[src/rtl/edo_page_ctrl.sv]
`timescale 1ns/1ps
module edo_page_ctrl #(
  parameter int ROW_W        = 11,
  parameter int COL_W        = 11,
  parameter int DQ_W         = 4,
  parameter int CLK_NS       = 10,
  parameter int T_RCD_NS     = 12,
  parameter int T_CAC_NS     = 15,
  parameter int T_CP_NS      = 10,
  parameter int T_RP_NS      = 30,
  parameter int T_RAS_NS     = 50,
  parameter int T_RC_NS      = 84,
  parameter int T_RAS_MAX_NS = 10000
) (
  input  logic                   clk,
  input  logic                   rst_n,
  input  logic                   req_valid,
  output logic                   req_ready,
  input  logic [ROW_W+COL_W-1:0] req_addr,
  input  logic                   req_write,
  input  logic [DQ_W-1:0]        req_wdata,
  output logic                   rd_valid,
  output logic [DQ_W-1:0]        rd_data,
  input  logic                   ref_req,
  output logic                   ref_grant,
  output logic                   dram_ras_n,
  output logic                   dram_cas_n,
  output logic                   dram_we_n,
  output logic                   dram_oe_n,
  output logic [ROW_W-1:0]       dram_addr,
  output logic [DQ_W-1:0]        dram_dq_o,
  output logic                   dram_dq_oe,
  input  logic [DQ_W-1:0]        dram_dq_i
);

  function automatic int to_cyc(input int ns, input int floor_c);
    int c;
    c = (ns + CLK_NS - 1) / CLK_NS;
    return (c < floor_c) ? floor_c : c;
  endfunction

  localparam int RCD_C   = to_cyc(T_RCD_NS, 2);
  localparam int CAC_C   = to_cyc(T_CAC_NS, 1);
  localparam int CP_C    = to_cyc(T_CP_NS, 1);
  localparam int RP_C    = to_cyc(T_RP_NS, 1);
  localparam int RAS_C   = to_cyc(T_RAS_NS, 1);
  localparam int RC_C    = to_cyc(T_RC_NS, 1);
  localparam int RLOW_C  = (RAS_C > RC_C - RP_C) ? RAS_C : RC_C - RP_C;
  localparam int RMAX_C  = to_cyc(T_RAS_MAX_NS, 1);
  localparam int PAGE_C  = CAC_C + CP_C + 2;
  localparam int LIMIT_C = RMAX_C - PAGE_C - 1;
  localparam int CW      = $clog2(RMAX_C + 2);

  localparam logic [CW-1:0] ONE_V   = CW'(1);
  localparam logic [CW-1:0] RCD_V   = CW'(RCD_C);
  localparam logic [CW-1:0] CAC_V   = CW'(CAC_C);
  localparam logic [CW-1:0] CP_V    = CW'(CP_C);
  localparam logic [CW-1:0] RP_V    = CW'(RP_C);
  localparam logic [CW-1:0] RLOW_V  = CW'(RLOW_C);
  localparam logic [CW-1:0] RMAX_V  = CW'(RMAX_C);
  localparam logic [CW-1:0] LIMIT_V = CW'(LIMIT_C);
  localparam logic [CW-1:0] CLOSE_V = CW'(RLOW_C - 1);

  typedef enum logic [2:0] {S_IDLE, S_RCD, S_COL, S_CASL, S_CASH, S_PRE, S_REF} state_t;

  state_t            state;
  logic [CW-1:0]     cnt, ras_cnt;
  logic              row_open, cur_wr;
  logic [ROW_W-1:0]  open_row;
  logic [COL_W-1:0]  cur_col;
  logic              ras_n, cas_n, we_n, oe_n, dq_oe, rdv;
  logic [ROW_W-1:0]  addr_q;
  logic [DQ_W-1:0]   dq_q, rdd;

  wire [ROW_W-1:0] req_row   = req_addr[ROW_W+COL_W-1:COL_W];
  wire [COL_W-1:0] req_col   = req_addr[COL_W-1:0];
  wire             hit       = row_open && (req_row == open_row);
  wire             can_close = ras_cnt >= CLOSE_V;
  wire             aged      = ras_cnt >= LIMIT_V;
  wire             close_now = row_open && can_close &&
                               (ref_req || aged || (req_valid && !hit));

  assign req_ready  = (state == S_IDLE) && !ref_req && (!row_open || (hit && !aged));
  assign ref_grant  = (state == S_REF);
  assign dram_ras_n = ras_n;
  assign dram_cas_n = cas_n;
  assign dram_we_n  = we_n;
  assign dram_oe_n  = oe_n;
  assign dram_addr  = addr_q;
  assign dram_dq_o  = dq_q;
  assign dram_dq_oe = dq_oe;
  assign rd_valid   = rdv;
  assign rd_data    = rdd;

  always_ff @(posedge clk) begin
    if (!rst_n) ras_cnt <= '0;
    else if (ras_n) ras_cnt <= '0;
    else if (ras_cnt != '1) ras_cnt <= ras_cnt + ONE_V;
  end

  always_ff @(posedge clk) begin
    if (!rst_n) begin
      state    <= S_IDLE;
      cnt      <= '0;
      row_open <= 1'b0;
      open_row <= '0;
      cur_col  <= '0;
      cur_wr   <= 1'b0;
      ras_n    <= 1'b1;
      cas_n    <= 1'b1;
      we_n     <= 1'b1;
      oe_n     <= 1'b1;
      dq_oe    <= 1'b0;
      addr_q   <= '0;
      dq_q     <= '0;
      rdv      <= 1'b0;
      rdd      <= '0;
    end else begin
      rdv <= 1'b0;
      unique case (state)
        S_IDLE: begin
          if (req_valid && req_ready) begin
            cur_col <= req_col;
            cur_wr  <= req_write;
            we_n    <= !req_write;
            oe_n    <= req_write;
            dq_q    <= req_wdata;
            dq_oe   <= req_write;
            cnt     <= ONE_V;
            if (row_open) begin
              addr_q <= ROW_W'(req_col);
              state  <= S_COL;
            end else begin
              ras_n    <= 1'b0;
              addr_q   <= req_row;
              open_row <= req_row;
              row_open <= 1'b1;
              state    <= S_RCD;
            end
          end else if (close_now) begin
            ras_n    <= 1'b1;
            row_open <= 1'b0;
            cnt      <= ONE_V;
            state    <= S_PRE;
          end else if (ref_req && !row_open) begin
            state <= S_REF;
          end
        end
        S_RCD: begin
          if (cnt == ONE_V) addr_q <= ROW_W'(cur_col);
          if (cnt == RCD_V) begin
            cas_n <= 1'b0;
            cnt   <= ONE_V;
            state <= S_CASL;
          end else begin
            cnt <= cnt + ONE_V;
          end
        end
        S_COL: begin
          cas_n <= 1'b0;
          cnt   <= ONE_V;
          state <= S_CASL;
        end
        S_CASL: begin
          if (cnt == CAC_V) begin
            cas_n <= 1'b1;
            we_n  <= 1'b1;
            oe_n  <= 1'b1;
            dq_oe <= 1'b0;
            if (!cur_wr) begin
              rdv <= 1'b1;
              rdd <= dram_dq_i;
            end
            cnt   <= ONE_V;
            state <= S_CASH;
          end else begin
            cnt <= cnt + ONE_V;
          end
        end
        S_CASH: begin
          if (cnt == CP_V) state <= S_IDLE;
          else cnt <= cnt + ONE_V;
        end
        S_PRE: begin
          if (cnt == RP_V) state <= S_IDLE;
          else cnt <= cnt + ONE_V;
        end
        S_REF: begin
          if (!ref_req) begin
            cnt   <= ONE_V;
            state <= S_PRE;
          end
        end
        default: state <= S_IDLE;
      endcase
    end
  end

  logic [CW-1:0] hi_run, lo_run, chi_run;
  always_ff @(posedge clk) begin
    if (!rst_n) begin
      hi_run  <= RP_V;
      lo_run  <= '0;
      chi_run <= CP_V;
    end else begin
      hi_run  <= ras_n ? ((hi_run < RP_V) ? hi_run + ONE_V : hi_run) : '0;
      lo_run  <= !ras_n ? ((lo_run != '1) ? lo_run + ONE_V : lo_run) : '0;
      chi_run <= cas_n ? ((chi_run < CP_V) ? chi_run + ONE_V : chi_run) : '0;
    end
  end

  AST_CAS_UNDER_RAS: assert property (@(posedge clk) disable iff (!rst_n)
    !dram_cas_n |-> !dram_ras_n);
  AST_RDV_PULSE: assert property (@(posedge clk) disable iff (!rst_n)
    rd_valid |=> !rd_valid);
  AST_WE_SETUP: assert property (@(posedge clk) disable iff (!rst_n)
    ($fell(dram_cas_n) && !dram_we_n) |-> ($past(!dram_we_n) && dram_dq_oe && dram_oe_n));
  AST_PRECHARGE: assert property (@(posedge clk) disable iff (!rst_n)
    $fell(dram_ras_n) |-> (hi_run >= RP_V));
  AST_CAS_HIGH: assert property (@(posedge clk) disable iff (!rst_n)
    $fell(dram_cas_n) |-> (chi_run >= CP_V));
  AST_ROW_MIN: assert property (@(posedge clk) disable iff (!rst_n)
    $rose(dram_ras_n) |-> (lo_run >= RLOW_V));
  AST_ROW_MAX: assert property (@(posedge clk) disable iff (!rst_n)
    !dram_ras_n |-> (lo_run < RMAX_V));
  AST_GRANT_QUIET: assert property (@(posedge clk) disable iff (!rst_n)
    ref_grant |-> (dram_ras_n && dram_cas_n && !dram_dq_oe && !req_ready));

endmodule

[config.mk]
export PLATFORM = sky130hd
export DESIGN_NAME = edo_page_ctrl
export DESIGN_NICKNAME = d
export VERILOG_FILES = /design/src/rtl/edo_page_ctrl.sv
export SDC_FILE = /design/constraint.sdc
export NUM_CORES = 1
export LEC_CHECK = 0
export BUFFER_PORTS_ARGS = -buffer_cell sky130_fd_sc_hd__buf_2
export CAP_MARGIN = 20
export CORE_UTILIZATION = 35
export DETAILED_ROUTE_END_ITERATION = 10
export PLACE_DENSITY_LB_ADDON = 0.2
export SETUP_SLACK_MARGIN = 0.4
export SYNTH_ARGS = -nofsm -noshare
export SYNTH_HDL_FRONTEND = slang
export SYNTH_SLANG_ARGS = --single-unit
[constraint.sdc]
create_clock -name clk -period 5.5 [get_ports clk]
set_input_delay 0.55 -clock clk [delete_from_list [all_inputs] [get_ports clk]]
set_output_delay 0.55 -clock clk [all_outputs]
set_load 0.005 [all_outputs]
[After elaboration in Yosys (flattened, before gate mapping)]
Cells that the tools add are included.
Operators by class
  add/subtract/negate cells: 2
  order comparisons: 2
  equality and inequality tests: 23
  muxes and demuxes: 35
  bitwise logic cells: 3
  reductions and logical operators: 36
Operators by type and width (number)
  2-to-1 mux 10 bit: 6
  one-hot mux 10 bit (6 select lines): 1
  2-to-1 mux 11 bit: 3
  2-to-1 mux 3 bit: 8
  one-hot mux 11 bit (2 select lines): 1
  one-hot mux 3 bit (7 select lines): 1
  AND reduction 3 bit: 7
  adder 10 x 1 -> 10 bit, second input constant: 2
  == test 10 x 2 -> 1 bit, second input constant: 2
  inequality test 2 bit, second input constant: 9
  == test 11 bit: 1
  == test 10 x 1 -> 1 bit, second input constant: 1
  greater-or-equal comparator 10 bit, second input constant: 1
  greater-or-equal comparator 10 x 3 -> 1 bit, second input constant: 1
  2-to-1 mux 1 bit: 10
  inequality test 10 bit, second input constant: 1
  == test 3 bit, second input constant: 3
  logical AND 1 bit: 9
  == test 3 x 2 -> 1 bit, second input constant: 2
  one-hot mux 1 bit (2 select lines): 3
  AND reduction 6 bit: 1
  nonzero test 2 bit: 3
  nonzero test 6 bit: 1
  logical NOT 1 bit: 5
  other kinds (13): 19
Storage, ports and cells
  register bits after elaboration: 72
  input bits: 35
  output and inout port bits: 27
  logic and storage cells: 117

[Longest topological paths before layout]
  word-level depth: 9
  gate-level depth with buffers: 11

[Least setup slack after synthesis]
Ideal clock, no wire load.
  path type: register -> register
  start: register ras_cnt[0]
  end: register cnt[5]
  library setup time: 0.068 ns
  data arrival time: 2.852 ns
  data required time: 5.432 ns
  slack: 2.580 ns
  stages on the path, launching flop included: 12
  clock period less this slack: 2.920 ns
  cell sequence: dfxtp_1 inv_1 ha_1 or4_1 o211a_1 o41ai_4 nand2b_1 buf_2 a21o_1 buf_6 or4_4 a21oi_2
On the way
  longest elaborated chain between the ends: 8
Ends and longest elaborated chain
  start, declared: RTL line 67  | logic [CW-1:0] cnt, ras_cnt;
  start signal, assigned: RTL line 98  | else if (ras_cnt != '1) ras_cnt <= ras_cnt + ONE_V;
  greater-or-equal comparator 10 bit: RTL line 79  | wire aged = ras_cnt >= LIMIT_V;
  logical NOT 1 bit: RTL line 83  | assign req_ready = (state == S_IDLE) && !ref_req && (!row_open || (hit && !aged));
  logical AND 1 bit: RTL line 83
  logical OR 1 bit: RTL line 83
  logical AND 1 bit: RTL line 83
  logical AND 1 bit: RTL line 122  | if (req_valid && req_ready) begin
  inequality test 3 x 2 -> 1 bit (no line) or 2-to-1 mux 10 bit (tied branches)
  AND reduction 5 bit (no line) or one-hot mux 10 bit (6 select lines) (tied branches)
  end signal, assigned: RTL line 156  | cnt <= cnt + ONE_V;
  end signal, assigned: RTL line 177  | cnt <= cnt + ONE_V;
  end signal, assigned: RTL line 182  | else cnt <= cnt + ONE_V;
  end, declared: RTL line 67
Parallel ways exist; a longest one is shown, timed or not.
A chain may end at the register's enable or synchronous reset.

[Final worst setup path]
  start: register ras_cnt[0]
  end: register cnt[8]
Same word-level chain as after synthesis.

==> summary.txt <==
status: complete, no violations
RSZ-0062 raised after global routing: no
Post-synth top flop: dfxtp_1
crit path capture type: register
CP Max Fanout: 12
IO buf count: 61
first-pass GRT wire length: 13700 microns
Clock Path Buffers: 2
Adder-Cell Fraction of Synth Area: 2.425%
Slew Limit Fails: 0
post-DP HPWL: 5841 microns
VDD IR max: 177.3 uV
number of hold buffers added after cts: 0
CTS tree: done
total core area: 9910 sq um
top-count cell post-synth: dfxtp_1
Clk pwr share: 29.7%
Starting Density: 36.45%
fmax: 0.3080 GHz
list of most frequent post-synthesis cells: 72 x dfxtp_1, 59 x nand2_1, 39 x mux2i_1
vias per inst: 5.095
clock sink count: 72
Mapped Area: 3612 sq um
internal power: 1.041 mW
largest family of logic cells by synthesized area: simple AND/OR/NAND/NOR gates
Setup CP Type: register to register
asr flop ratio synth: 0%
final period utilization: 59.04%
Synth top area share: 39.90%
Clk Latency, worst-skew pair: 0.34 ns
Die Area: 10730 sq um
WP data arrival: 3.49 ns
Cells after Synth: 420
combinational share of power: 29.2%
fin nets: 515
fin util: 42.77%
setup TNS: 0 ns
synth unique cells: 48
GR Overflow Total: 0
Synth warnings: 0
Flop pwr share: 41.1%
max-cap violations: 0
post-CTS setup buffer count: 0
Post-Synth XOR/XNOR Area: 4.122%
routed vias: 3113
sequential fraction of the synthesis area: 39.90%
class of the worst hold path: input port to register
Syn Area/Cell: 8.601 sq um
share of cells above drive strength 1: 17.78%
EDFF count, synth: 0
vias in the first global route: 2807
Worst-path clk slew: 0.08 ns
antenna diode count: 0
drt pass-1 iters: 4
NetSw: 535.0 uW
Routed Antenna Nets: 0
CP startpoint kind: register
WHS: 0.4551 ns
clock root buffer master: clkbuf_8
Routability Congestion: 0.7799
Synth area leaders: dfxtp_1 40%, mux2i_1 11%, nand2_1 6.1%
residual DRC count: 0
relative slew slack: 32.10%
flops & latches, synth: 72
H-tree depth: 3
cell taking the most area after synthesis: dfxtp_1
Worst-Margin Slew: 1.017 ns
Compound-Gate Fraction of Synth Area: 17.49%
largest net degree at the start of global routing: 59
Cell Rows: 36
mux share of post-synthesis cell area: 10.81%
Layout Skew: 0.01049 ns
Syn Nets: 462
post_cts resized: 0
Final Hold Vio Count: 0
worst endpoint required time: 5.75 ns
leakage power: 1.629 nW
DIE HEIGHT: 103.6 microns
Die Span X: 103.6 microns
io pins: 62
Total GRT Usage: 15.72%
Total Wirelength: 8284 microns
Net Sw Frac: 33.94%
area delta synth->final: 17.32%
min cycle time layout: 3.247 ns
WL/cell: 13.56 microns
initial DRC count: 142
PwrDens: 372.0 nW/um^2
TritonCTS buffer count: 9
final setup vio count: 0
antenna violations before repair: 0
simple-gate portion of the synthesized area: 21.82%
==> critical path, cell delays in order, from the launching register on <==
cell	delay, ns
dfxtp_1	0.43
inv_1	0.10
ha_1	0.19
or4_1	0.39
o211a_1	0.28
o41ai_4	0.41
nand2b_1	0.25
a21o_1	0.36
o21ai_1	0.51
o21ba_2	0.23
==> worst paths after layout <==
path                                  from                        to  slack, ns  cells past startpoint
setup / recovery   ras_cnt[0]$_SDFFE_PP0P_       cnt[8]$_SDFFE_PN0P_       2.25                      9
hold / removal                dram_dq_i[2]   rd_data[2]$_SDFFE_PN0P_       0.46                      3
setup reg to reg   ras_cnt[0]$_SDFFE_PP0P_       cnt[8]$_SDFFE_PN0P_       2.25                      9
hold reg to reg   open_row[5]$_SDFFE_PN0P_  open_row[5]$_SDFFE_PN0P_       0.48                      2
==> layout by cell type (no fill, tap or decap), types with 2 or more instances in the layout <==
master      count
mux2i_1        39
nand3_1        11
ha_1            7
or4_1           3
nor2_1         27
buf_2          61
inv_1           9
nor2b_1        28
xnor2_1        13
a211oi_1        3
or3_1           2
o211ai_1        3
nand2_1        59
and2_1          2
bufinv_16       2
a21boi_0       19
nand4_1         7
clkinvlp_4      2
buf_4           2
nor4_1          4
nand3b_1        2
o21ai_0        30
nand2b_1        4
o211a_1         3
nor3_1          7
clkbuf_8       10
a21oi_1        12
and3_1          2
dfxtp_1        72
a31oi_1         4
xor2_1          4
o31ai_1         4
==> state kept, by name, indices dropped and copies added, names as in the netlist <==
| signal | flops |
|---|---|
| cnt | 10 |
| dram_dq_oe | 1 |
| dram_we_n | 1 |
| dram_ras_n | 1 |
| row_open | 1 |
| dram_addr | 11 |
| dram_dq_o | 4 |
| rd_data | 4 |
| ras_cnt | 10 |
| dram_oe_n | 1 |
| cur_wr | 1 |
| open_row | 11 |
| state | 3 |
| cur_col | 11 |
| rd_valid | 1 |
| dram_cas_n | 1 |
==> power by group through the flow <==
| stage | clock (mW) | sequential, mW | combinational (mW) |
|---|---|---|---|
| finish | 0.468 | 0.648 | 0.460 |
| global route | 0.506 | 0.658 | 0.516 |
| CTS | 0.483 | 0.648 | 0.464 |
| detailed placement | 0 | 0.660 | 0.462 |
| global placement | 0 | 0.659 | 0.459 |
| floorplan | 0 | 0.625 | 0.372 |
==> final cells by class <==
| type | instances | area [sq um] |
|---|---|---|
| clock buffers | 11 | 141.4 |
| clock inverters | 5 | 80.08 |
| fillers | 1044 | 5672 |
| inverters | 9 | 33.78 |
| multi-input cells | 318 | 2054 |
| flip-flops and latches | 72 | 1441 |
| well taps | 133 | 166.4 |
| repair buffers | 63 | 320.3 |
==> metal layers <==
metal  GRT usage, %  wire (microns)
met5              0               0
met4          3.727              70
met3          4.279             347
met2          25.26            3802
met1          20.85            4064
==> logic make-up (layout without fill, tap and decap cells) <==
kind of cell | after synthesis | after routing
AO/OA/AOI/OAI | 93 | 93
XOR/XNOR | 17 | 17
adder cells (fa/ha/maj) | 7 | 7
buffers and inverters | 30 | 88
flip-flops | 72 | 72
multiplexers | 39 | 39
AND/OR/NAND/NOR | 162 | 162
==> stage by stage <==
stage,total power [mW],area [sq um],std cells,setup slack [ns]
3_3_place_gp,1.118,4016,595,2.347
6_report,1.576,4238,611,2.253
3_5_place_dp,1.122,4016,595,2.222
4_1_cts,1.595,4238,611,2.211
5_1_grt,1.680,4238,611,1.971
2_1_floorplan,0.9971,3612,420,2.580
Note: power is estimated with default switching activity, not from simulation.
